### config.mk
export PLATFORM = sky130hd
export DESIGN_NAME = drive_taskfile
export DESIGN_NICKNAME = d
export VERILOG_FILES = /design/src/rtl/tf_pkg.sv /design/src/rtl/tf_rst_sync.sv /design/src/rtl/tf_decode.sv /design/src/rtl/tf_reg_bank.sv /design/src/rtl/tf_irq.sv /design/src/rtl/drive_taskfile.sv
export SDC_FILE = /design/constraint.sdc
export NUM_CORES = 1
export LEC_CHECK = 0
export ABC_AREA = 1
export BUFFER_PORTS_ARGS = -buffer_cell sky130_fd_sc_hd__clkbuf_2
export CORE_MARGIN = 1
export CORE_UTILIZATION = 48
export CTS_BUF_LIST = sky130_fd_sc_hd__clkbuf_8
export CTS_CLUSTER_DIAMETER = 60
export DETAILED_ROUTE_END_ITERATION = 6
export PLACE_DENSITY = 0.81
export SLEW_MARGIN = 20
export SYNTH_ARGS = -nofsm -noshare
export SYNTH_HDL_FRONTEND = slang
export SYNTH_SLANG_ARGS = --single-unit
### constraint.sdc
create_clock -name clk -period 2.78 [get_ports clk]
set_input_delay 0.278 -clock clk [delete_from_list [all_inputs] [get_ports clk]]
set_output_delay 0.278 -clock clk [all_outputs]
set_load 0.02 [all_outputs]
### src/rtl/tf_pkg.sv
package tf_pkg;
  localparam int TF_BYTE_W = 8;
  localparam int TF_NREG   = 6;
  localparam int TF_SLOT_W = 3;
  localparam int TF_IRQ_OFF_BIT = 1;

  typedef enum logic [TF_SLOT_W-1:0] {
    SLOT_CTL  = 3'd0,
    SLOT_FEAT = 3'd1,
    SLOT_CNT  = 3'd2,
    SLOT_LBA0 = 3'd3,
    SLOT_LBA1 = 3'd4,
    SLOT_LBA2 = 3'd5,
    SLOT_DEV  = 3'd6,
    SLOT_CMD  = 3'd7
  } tf_slot_e;

  // bank index of each parameter register = slot - 1
  localparam int IDX_FEAT = 0;
  localparam int IDX_CNT  = 1;
  localparam int IDX_LBA0 = 2;
  localparam int IDX_LBA1 = 3;
  localparam int IDX_LBA2 = 4;
  localparam int IDX_DEV  = 5;
endpackage

### src/rtl/tf_rst_sync.sv
module tf_rst_sync #(
  parameter int STAGES = 2
) (
  input  logic clk,
  input  logic rst_n,
  output logic rst_n_sync
);
  logic [STAGES-1:0] sync_q;
  logic [STAGES-1:0] sync_d;

  always_comb begin
    sync_d = {sync_q[STAGES-2:0], 1'b1};
  end

  always_ff @(posedge clk or negedge rst_n) begin
    if (!rst_n) sync_q <= '0;
    else        sync_q <= sync_d;
  end

  assign rst_n_sync = sync_q[STAGES-1];
endmodule

### src/rtl/tf_decode.sv
module tf_decode
  import tf_pkg::*;
#(
  parameter int ADDR_W = 4
) (
  input  logic                 bus_wr,
  input  logic                 bus_rd,
  input  logic [ADDR_W-1:0]    bus_addr,
  input  logic                 regs_wr_ok,
  output logic [TF_NREG-1:0]   reg_we,
  output logic                 cmd_we,
  output logic                 ctl_we,
  output logic                 stat_rd,
  output logic                 rd_hit,
  output tf_slot_e             slot
);
  logic hit;
  logic wr_gated;

  generate
    if (ADDR_W > TF_SLOT_W) begin : g_wide
      assign hit = (bus_addr[ADDR_W-1:TF_SLOT_W] == '0);
    end else begin : g_narrow
      assign hit = 1'b1;
    end
  endgenerate

  assign slot     = tf_slot_e'(bus_addr[TF_SLOT_W-1:0]);
  assign wr_gated = bus_wr && regs_wr_ok && hit;

  genvar gi;
  generate
    for (gi = 0; gi < TF_NREG; gi++) begin : g_we
      assign reg_we[gi] = wr_gated && (bus_addr[TF_SLOT_W-1:0] == TF_SLOT_W'(gi + 1));
    end
  endgenerate

  assign cmd_we  = wr_gated && (slot == SLOT_CMD);
  assign ctl_we  = bus_wr && hit && (slot == SLOT_CTL);
  assign stat_rd = bus_rd && hit && (slot == SLOT_CMD);
  assign rd_hit  = bus_rd && hit;
endmodule

### src/rtl/tf_reg_bank.sv
module tf_reg_bank
  import tf_pkg::*;
#(
  parameter int NREG = TF_NREG,
  parameter int W    = TF_BYTE_W
) (
  input  logic                  clk,
  input  logic                  rst_n,
  input  logic [NREG-1:0]       we,
  input  logic [W-1:0]          din,
  output logic [NREG-1:0][W-1:0] q
);
  genvar gi;
  generate
    for (gi = 0; gi < NREG; gi++) begin : g_reg
      logic [W-1:0] r_q;
      logic [W-1:0] r_d;

      always_comb begin
        r_d = r_q;
        if (we[gi]) r_d = din;
      end

      always_ff @(posedge clk or negedge rst_n) begin
        if (!rst_n) r_q <= '0;
        else        r_q <= r_d;
      end

      assign q[gi] = r_q;
    end
  endgenerate
endmodule

### src/rtl/tf_irq.sv
module tf_irq (
  input  logic clk,
  input  logic rst_n,
  input  logic set_req,
  input  logic clr_req,
  input  logic irq_off,
  output logic pending,
  output logic irq
);
  logic pend_q;
  logic pend_d;

  always_comb begin
    pend_d = pend_q;
    if (set_req)      pend_d = 1'b1;
    else if (clr_req) pend_d = 1'b0;
  end

  always_ff @(posedge clk or negedge rst_n) begin
    if (!rst_n) pend_q <= 1'b0;
    else        pend_q <= pend_d;
  end

  assign pending = pend_q;
  assign irq     = pend_q && !irq_off;
endmodule

### src/rtl/drive_taskfile.sv
module drive_taskfile
  import tf_pkg::*;
#(
  parameter int DATA_W = 32,
  parameter int ADDR_W = 4
) (
  input  logic              clk,
  input  logic              rst_n,
  input  logic              bus_wr,
  input  logic              bus_rd,
  input  logic [ADDR_W-1:0] bus_addr,
  input  logic [DATA_W-1:0] bus_wdata,
  output logic [DATA_W-1:0] bus_rdata,
  input  logic              regs_wr_ok,
  input  logic              irq_req,
  input  logic [7:0]        drv_status,
  input  logic [7:0]        drv_error,
  input  logic [7:0]        disc_info,
  output logic [7:0]        feature_q,
  output logic [7:0]        count_q,
  output logic [7:0]        lba0_q,
  output logic [7:0]        lba1_q,
  output logic [7:0]        lba2_q,
  output logic [7:0]        device_q,
  output logic              cmd_strobe,
  output logic [7:0]        cmd_code,
  output logic              devctl_strobe,
  output logic [7:0]        devctl_value,
  output logic              irq_pending,
  output logic              irq_out
);
  localparam int PAD_W = DATA_W - TF_BYTE_W;

  logic                            rst_q_n;
  logic [TF_NREG-1:0]              reg_we;
  logic                            cmd_we;
  logic                            ctl_we;
  logic                            stat_rd;
  logic                            rd_hit;
  tf_slot_e                        slot;
  logic [TF_NREG-1:0][TF_BYTE_W-1:0] bank_q;
  logic [TF_BYTE_W-1:0]            wbyte;
  logic [TF_BYTE_W-1:0]            rbyte;

  tf_rst_sync #(.STAGES(2)) u_rst (
    .clk(clk), .rst_n(rst_n), .rst_n_sync(rst_q_n)
  );

  tf_decode #(.ADDR_W(ADDR_W)) u_dec (
    .bus_wr(bus_wr), .bus_rd(bus_rd), .bus_addr(bus_addr),
    .regs_wr_ok(regs_wr_ok), .reg_we(reg_we), .cmd_we(cmd_we),
    .ctl_we(ctl_we), .stat_rd(stat_rd), .rd_hit(rd_hit), .slot(slot)
  );

  assign wbyte = bus_wdata[TF_BYTE_W-1:0];

  tf_reg_bank #(.NREG(TF_NREG), .W(TF_BYTE_W)) u_bank (
    .clk(clk), .rst_n(rst_q_n), .we(reg_we), .din(wbyte), .q(bank_q)
  );

  // command and device-control capture
  logic                 cmd_stb_q, cmd_stb_d;
  logic [TF_BYTE_W-1:0] cmd_code_q, cmd_code_d;
  logic                 ctl_stb_q, ctl_stb_d;
  logic [TF_BYTE_W-1:0] ctl_q, ctl_d;

  always_comb begin
    cmd_stb_d  = cmd_we;
    cmd_code_d = cmd_code_q;
    if (cmd_we) cmd_code_d = wbyte;
    ctl_stb_d  = ctl_we;
    ctl_d      = ctl_q;
    if (ctl_we) ctl_d = wbyte;
  end

  always_ff @(posedge clk or negedge rst_q_n) begin
    if (!rst_q_n) begin
      cmd_stb_q  <= 1'b0;
      cmd_code_q <= '0;
      ctl_stb_q  <= 1'b0;
      ctl_q      <= '0;
    end else begin
      cmd_stb_q  <= cmd_stb_d;
      cmd_code_q <= cmd_code_d;
      ctl_stb_q  <= ctl_stb_d;
      ctl_q      <= ctl_d;
    end
  end

  tf_irq u_irq (
    .clk(clk), .rst_n(rst_q_n),
    .set_req(irq_req), .clr_req(cmd_we || stat_rd),
    .irq_off(ctl_q[TF_IRQ_OFF_BIT]),
    .pending(irq_pending), .irq(irq_out)
  );

  // read-side meaning of each address
  always_comb begin
    rbyte = '0;
    if (rd_hit) begin
      case (slot)
        SLOT_CTL:  rbyte = drv_status;
        SLOT_CMD:  rbyte = drv_status;
        SLOT_FEAT: rbyte = drv_error;
        SLOT_LBA0: rbyte = disc_info;
        SLOT_CNT:  rbyte = bank_q[IDX_CNT];
        SLOT_LBA1: rbyte = bank_q[IDX_LBA1];
        SLOT_LBA2: rbyte = bank_q[IDX_LBA2];
        SLOT_DEV:  rbyte = bank_q[IDX_DEV];
        default:   rbyte = '0;
      endcase
    end
  end

  assign bus_rdata = {{PAD_W{1'b0}}, rbyte};

  assign feature_q     = bank_q[IDX_FEAT];
  assign count_q       = bank_q[IDX_CNT];
  assign lba0_q        = bank_q[IDX_LBA0];
  assign lba1_q        = bank_q[IDX_LBA1];
  assign lba2_q        = bank_q[IDX_LBA2];
  assign device_q      = bank_q[IDX_DEV];
  assign cmd_strobe    = cmd_stb_q;
  assign cmd_code      = cmd_code_q;
  assign devctl_strobe = ctl_stb_q;
  assign devctl_value  = ctl_q;
endmodule

* After elaboration in Yosys (flattened, before gate mapping)
Index checks and enable logic that the tools add are counted.
Storage, ports and cells: flip-flop bits (word level) 69, bits of input ports 66, word-level logic and storage cells 43
Cells by class: eq/ne operators 7, reductions and logical operators 19, multiplexer cells 4, bitwise gates (word level) 1
Operator list (number):
- $pmux W8 S7 | 1
- $logic_and A1 B1 Y1 | 14
- $eq A3 B3 Y1 const B | 4
- $mux W8 | 1
- $eq A3 B2 Y1 const B | 2
- $eq A3 B1 Y1 const B | 1
- $logic_not A3 Y1 | 1
- $mux W1 | 2
- $reduce_bool A2 Y1 | 1
- $reduce_or A2 Y1 | 1
- $logic_not A1 Y1 | 1
- $logic_or A1 B1 Y1 | 1
- $not A1 Y1 | 1

* Logic depth before layout (Yosys ltp)
word-level depth 6, gate-level depth with buffers 7, gate-level depth less buffers 6

* Hierarchy
A second synthesis with hierarchy kept.
Second synthesis, totals: cell total of the unflattened synthesis 434, area, all modules 3641.0 µm²
By module, submodules not included:
- tf_reg_bank | instances 1, cells each 204, area an instance 1831.8 µm²
- drive_taskfile | instances 1, cells each 192, area an instance 1572.8 µm²
- tf_decode | instances 1, cells each 28, area an instance 132.6 µm²
- tf_rst_sync | instances 1, cells each 3, area an instance 53.8 µm²
- tf_irq | instances 1, cells each 7, area an instance 50.0 µm²

* Least setup slack after synthesis
OpenSTA, ideal clock, no wires.
path type input to output, start point input port bus_addr[0], end point output port bus_rdata[0], slack 1.302 ns, data required time 2.502 ns, stages 6, path buffers 1, arrival 1.200 ns, cells stage by stage nor2_2 -> buf_6 -> nand2_2 -> nand2_1 -> nor2_1 -> a21oi_1
On the way: word-level cells in the longest chain between the ends 4, elaborated cells between the ends (all ways) 11
RTL lines:
- from (decl) | line drive_taskfile.sv:11 | input logic [ADDR_W-1:0] bus_addr,
- $eq A3 B3 Y1 or $logic_not A3 Y1 (tied branches) | line drive_taskfile.sv:101 | case (slot)
- $reduce_or A2 Y1 (no source line)
- $pmux W8 S7 (*) | line drive_taskfile.sv:101
- $mux W8 (*) | line drive_taskfile.sv:100 | if (rd_hit) begin
- to (decl) | line drive_taskfile.sv:13 | output logic [DATA_W-1:0] bus_rdata,
Mark *: on every way between the ends. The rest lies on a longest branch, timed or not.

* Worst setup path after layout
start point input port bus_addr[1], end point output port bus_rdata[4]
Same word-level chain as after synthesis.

==> results.toml <==
[synthesis]
yosysUniqueCellTypes = 23
synth_top_cell_by_area = "dfrtp_1"
yosys-top-cells-area = "dfrtp_1 49%, nand2_1 10%, o21ai_1 5.6%"
synth.avg_cell_area_um2 = 9.026
ys_seq_area_share_pct = 48.68
syn-cell-area_mm2 = 0.003547
synth_top_area_share_pct = 48.68
synth_seq_cells = 69
yosysWarnings = 0
synthCells = 393

[sta]
setup_viol = 0
rsz0062_at_grt = "false"
finalMaxSlewViolations = 0
tns_ns = 0
finalHoldViolCount = 0
fin_crit_sh_pct = 68.84
fmax_mhz = 522.5
period_minus_slack_ns = 1.914
finalWorstSetupSlack_ns = 0.8663
worstMarginPinSlew_ns = 0.5810
clock_skew_ns = 0.008027
slew-limit-headroom_pct = 61.22

[global_routing]
grt_use_total_pct = 25.02
grt_max_degree = 29
grt_overflow = 0
grt_pass1_vias = 2784
antenna_found_initial = 0
grt_first_pass_wirelength_um = 14250

[drt]
drt_wl_total_um = 9309
vias_per_cell = 5.102
drcViolationCount = 0
dr_wl_met3_um = 635
dr.pass1.iters = 4
wire_per_inst_um = 15.39
dr_wl_met2_um = 4453
ant_nets = 0
vias = 3087
drt_iter0_drc = 171
highest_layer = "met4"
m1WireLength_um = 4095

[worst_setup_path]
path_max_fanout = 19
cp-end-kind = "output port"
cp-start-kind = "input port"
critPathKind = "in2out"
cp.arrival_ns = 1.64
crit_required_ns = 2.50

[placement]
portBuffers = 117
dp.cells = 589
dp_slack_ns = 0.8674
place_hpwl_um = 6881
gp_congestion = 0.8547

[cells_and_area]
final_util_pct = 59.77
syn_to_final_growth_pct = 17.64
nets = 571
num_antenna_cells = 0
drive_gt1_share_pct = 33.99
final_cell_count_no_fill = 605

[floorplanning]
dieHeight_um = 87.97
ios = 166
die_w_um = 87.97
die-area_mm2 = 0.007738
row_count = 30
coreArea_mm2 = 0.006982
start_util_pct = 50.81

[pwr]
peakVddDrop_mv = 0.4226
power_mw = 2.794
powerDensity_mw_per_mm2 = 669.6
power.leakage_nw = 2.274

[outcome]
status = "finished, final reports clean"

[cts]
insertion_delay_ns = 0.33
clock_sinks = 69
cts_buffers = 9
cts_tree = "done"
htreeDepth = 3
cts_buffer_depth = 2
clk_pin_slew_worst_paths_ns = 0.06
root_buffer = "clkbuf_8"

[job]
drv_cap = 0

[min_path]
hold_path.class = "in2reg"
==> critical path, stage by stage <==
cell and delay (ns):
clkbuf_2 0.14, buf_4 0.27, nand2_2 0.11, nor2_4 0.23
nand2_1 0.09, nand2_1 0.07, nor2_1 0.04, a21oi_1 0.19
clkbuf_2 0.21
==> worst paths after layout <==
path | slack, ns | startpoint | cells after the start | endpoint
max in group asynchronous | 1.86 | u_rst.sync_q[1] | 1 | cmd_code[5]
min in group asynchronous | 0.20 | u_rst.sync_q[1] | 0 | devctl_strobe
worst max-delay path | 0.87 | bus_addr[1] | 9 | bus_rdata[4]
worst min register to register | 0.20 | u_rst.sync_q[1] | 0 | devctl_strobe
worst min-delay path | 0.14 | irq_req | 2 | u_irq.pending
worst max register to register | 1.86 | u_rst.sync_q[1] | 1 | cmd_code[5]
==> placed cells by master (no fill, tap or decap), types with 9 or more instances in the layout <==
master	n
o21ai_1	40
dfrtp_1	68
inv_1	19
nand4_1	30
nand2_1	97
nand3_1	11
clkbuf_2	117
o21ai_2	17
nor2_1	21
clkbuf_8	9
o21ai_0	16
conb_1	25
==> per-stage QoR <==
step / cell area, µm² / hold WS, ns
6_report: 4173 / 0.1393
3_5_place_dp: 4013 / 0.06467
3_3_place_gp: 4013 / 0.06412
5_1_grt: 4173 / 0.1372
2_1_floorplan: 3633 / -0.01759
4_1_cts: 4173 / 0.1299
==> cell usage after synthesis <==
master	number
nand4_4	4
conb_1	2
nor2_8	1
nand3_1	11
a21oi_1	8
buf_6	12
nor2_1	21
nand2_2	7
o21ai_1	40
buf_2	7
dfrtp_1	69
inv_2	3
nand4_1	30
o21ai_2	17
nand3_4	2
nand2_4	1
a31o_2	1
buf_4	26
o21ai_0	16
inv_1	16
nand2_1	97
nor2_2	1
nor2_4	1
==> power breakdown <==
group          leakage [nW]  total [mW]  internal [mW]  switching (mW)
Sequential            0.887        1.33           1.18           0.145
Clock                0.0924       0.646          0.304           0.342
Combinational          1.29       0.821          0.263           0.559
==> timing repair <==
action / in CTS / in global routing
hold buffers: 1 / 0
setup buffers: 0 / 0
resized for setup: 0 / 0
hold endpoints to repair: 2 / 0
==> layout make-up <==
| type | count | area, µm² |
|---|---|---|
| Clock buffer | 9 | 123.9 |
| Clock inverter | 6 | 26.28 |
| Fill cell | 641 | 2809 |
| Timing Repair Buffer | 123 | 633.1 |
| Multi-Input combinational cell | 283 | 1470 |
| Inverter | 19 | 71.32 |
| Tap cell | 96 | 120.1 |
| Sequential cell | 69 | 1728 |
==> sequential cells by signal, indices dropped and copies added, names as in the netlist <==
| signal | flops |
|---|---|
| u_rst.sync_q | 2 |
| u_irq.pending | 1 |
| devctl_strobe | 1 |
| cmd_code | 8 |
| cmd_strobe | 1 |
| u_bank.g.r_q | 48 |
| devctl_value | 8 |
==> logic make-up (layout without fill, tap and decap cells) <==
group                  after synthesis  after routing  share of synthesized area (%)
other                                2             25                         0.2117
flip-flops                          69             69                          48.68
AO/OA/AOI/OAI                       82             82                          13.47
buffers and inverters               64            157                          12.31
AND/OR/NAND/NOR                    176            176                          25.33
==> routing by layer <==
layer,GRT usage (%),up-vias
met5,0,-
met4,8.048,0
met3,4.713,11
met2,41.51,146
met1,33.25,1432
li1,-,1498
Note: power is estimated with default switching activity, not from simulation.
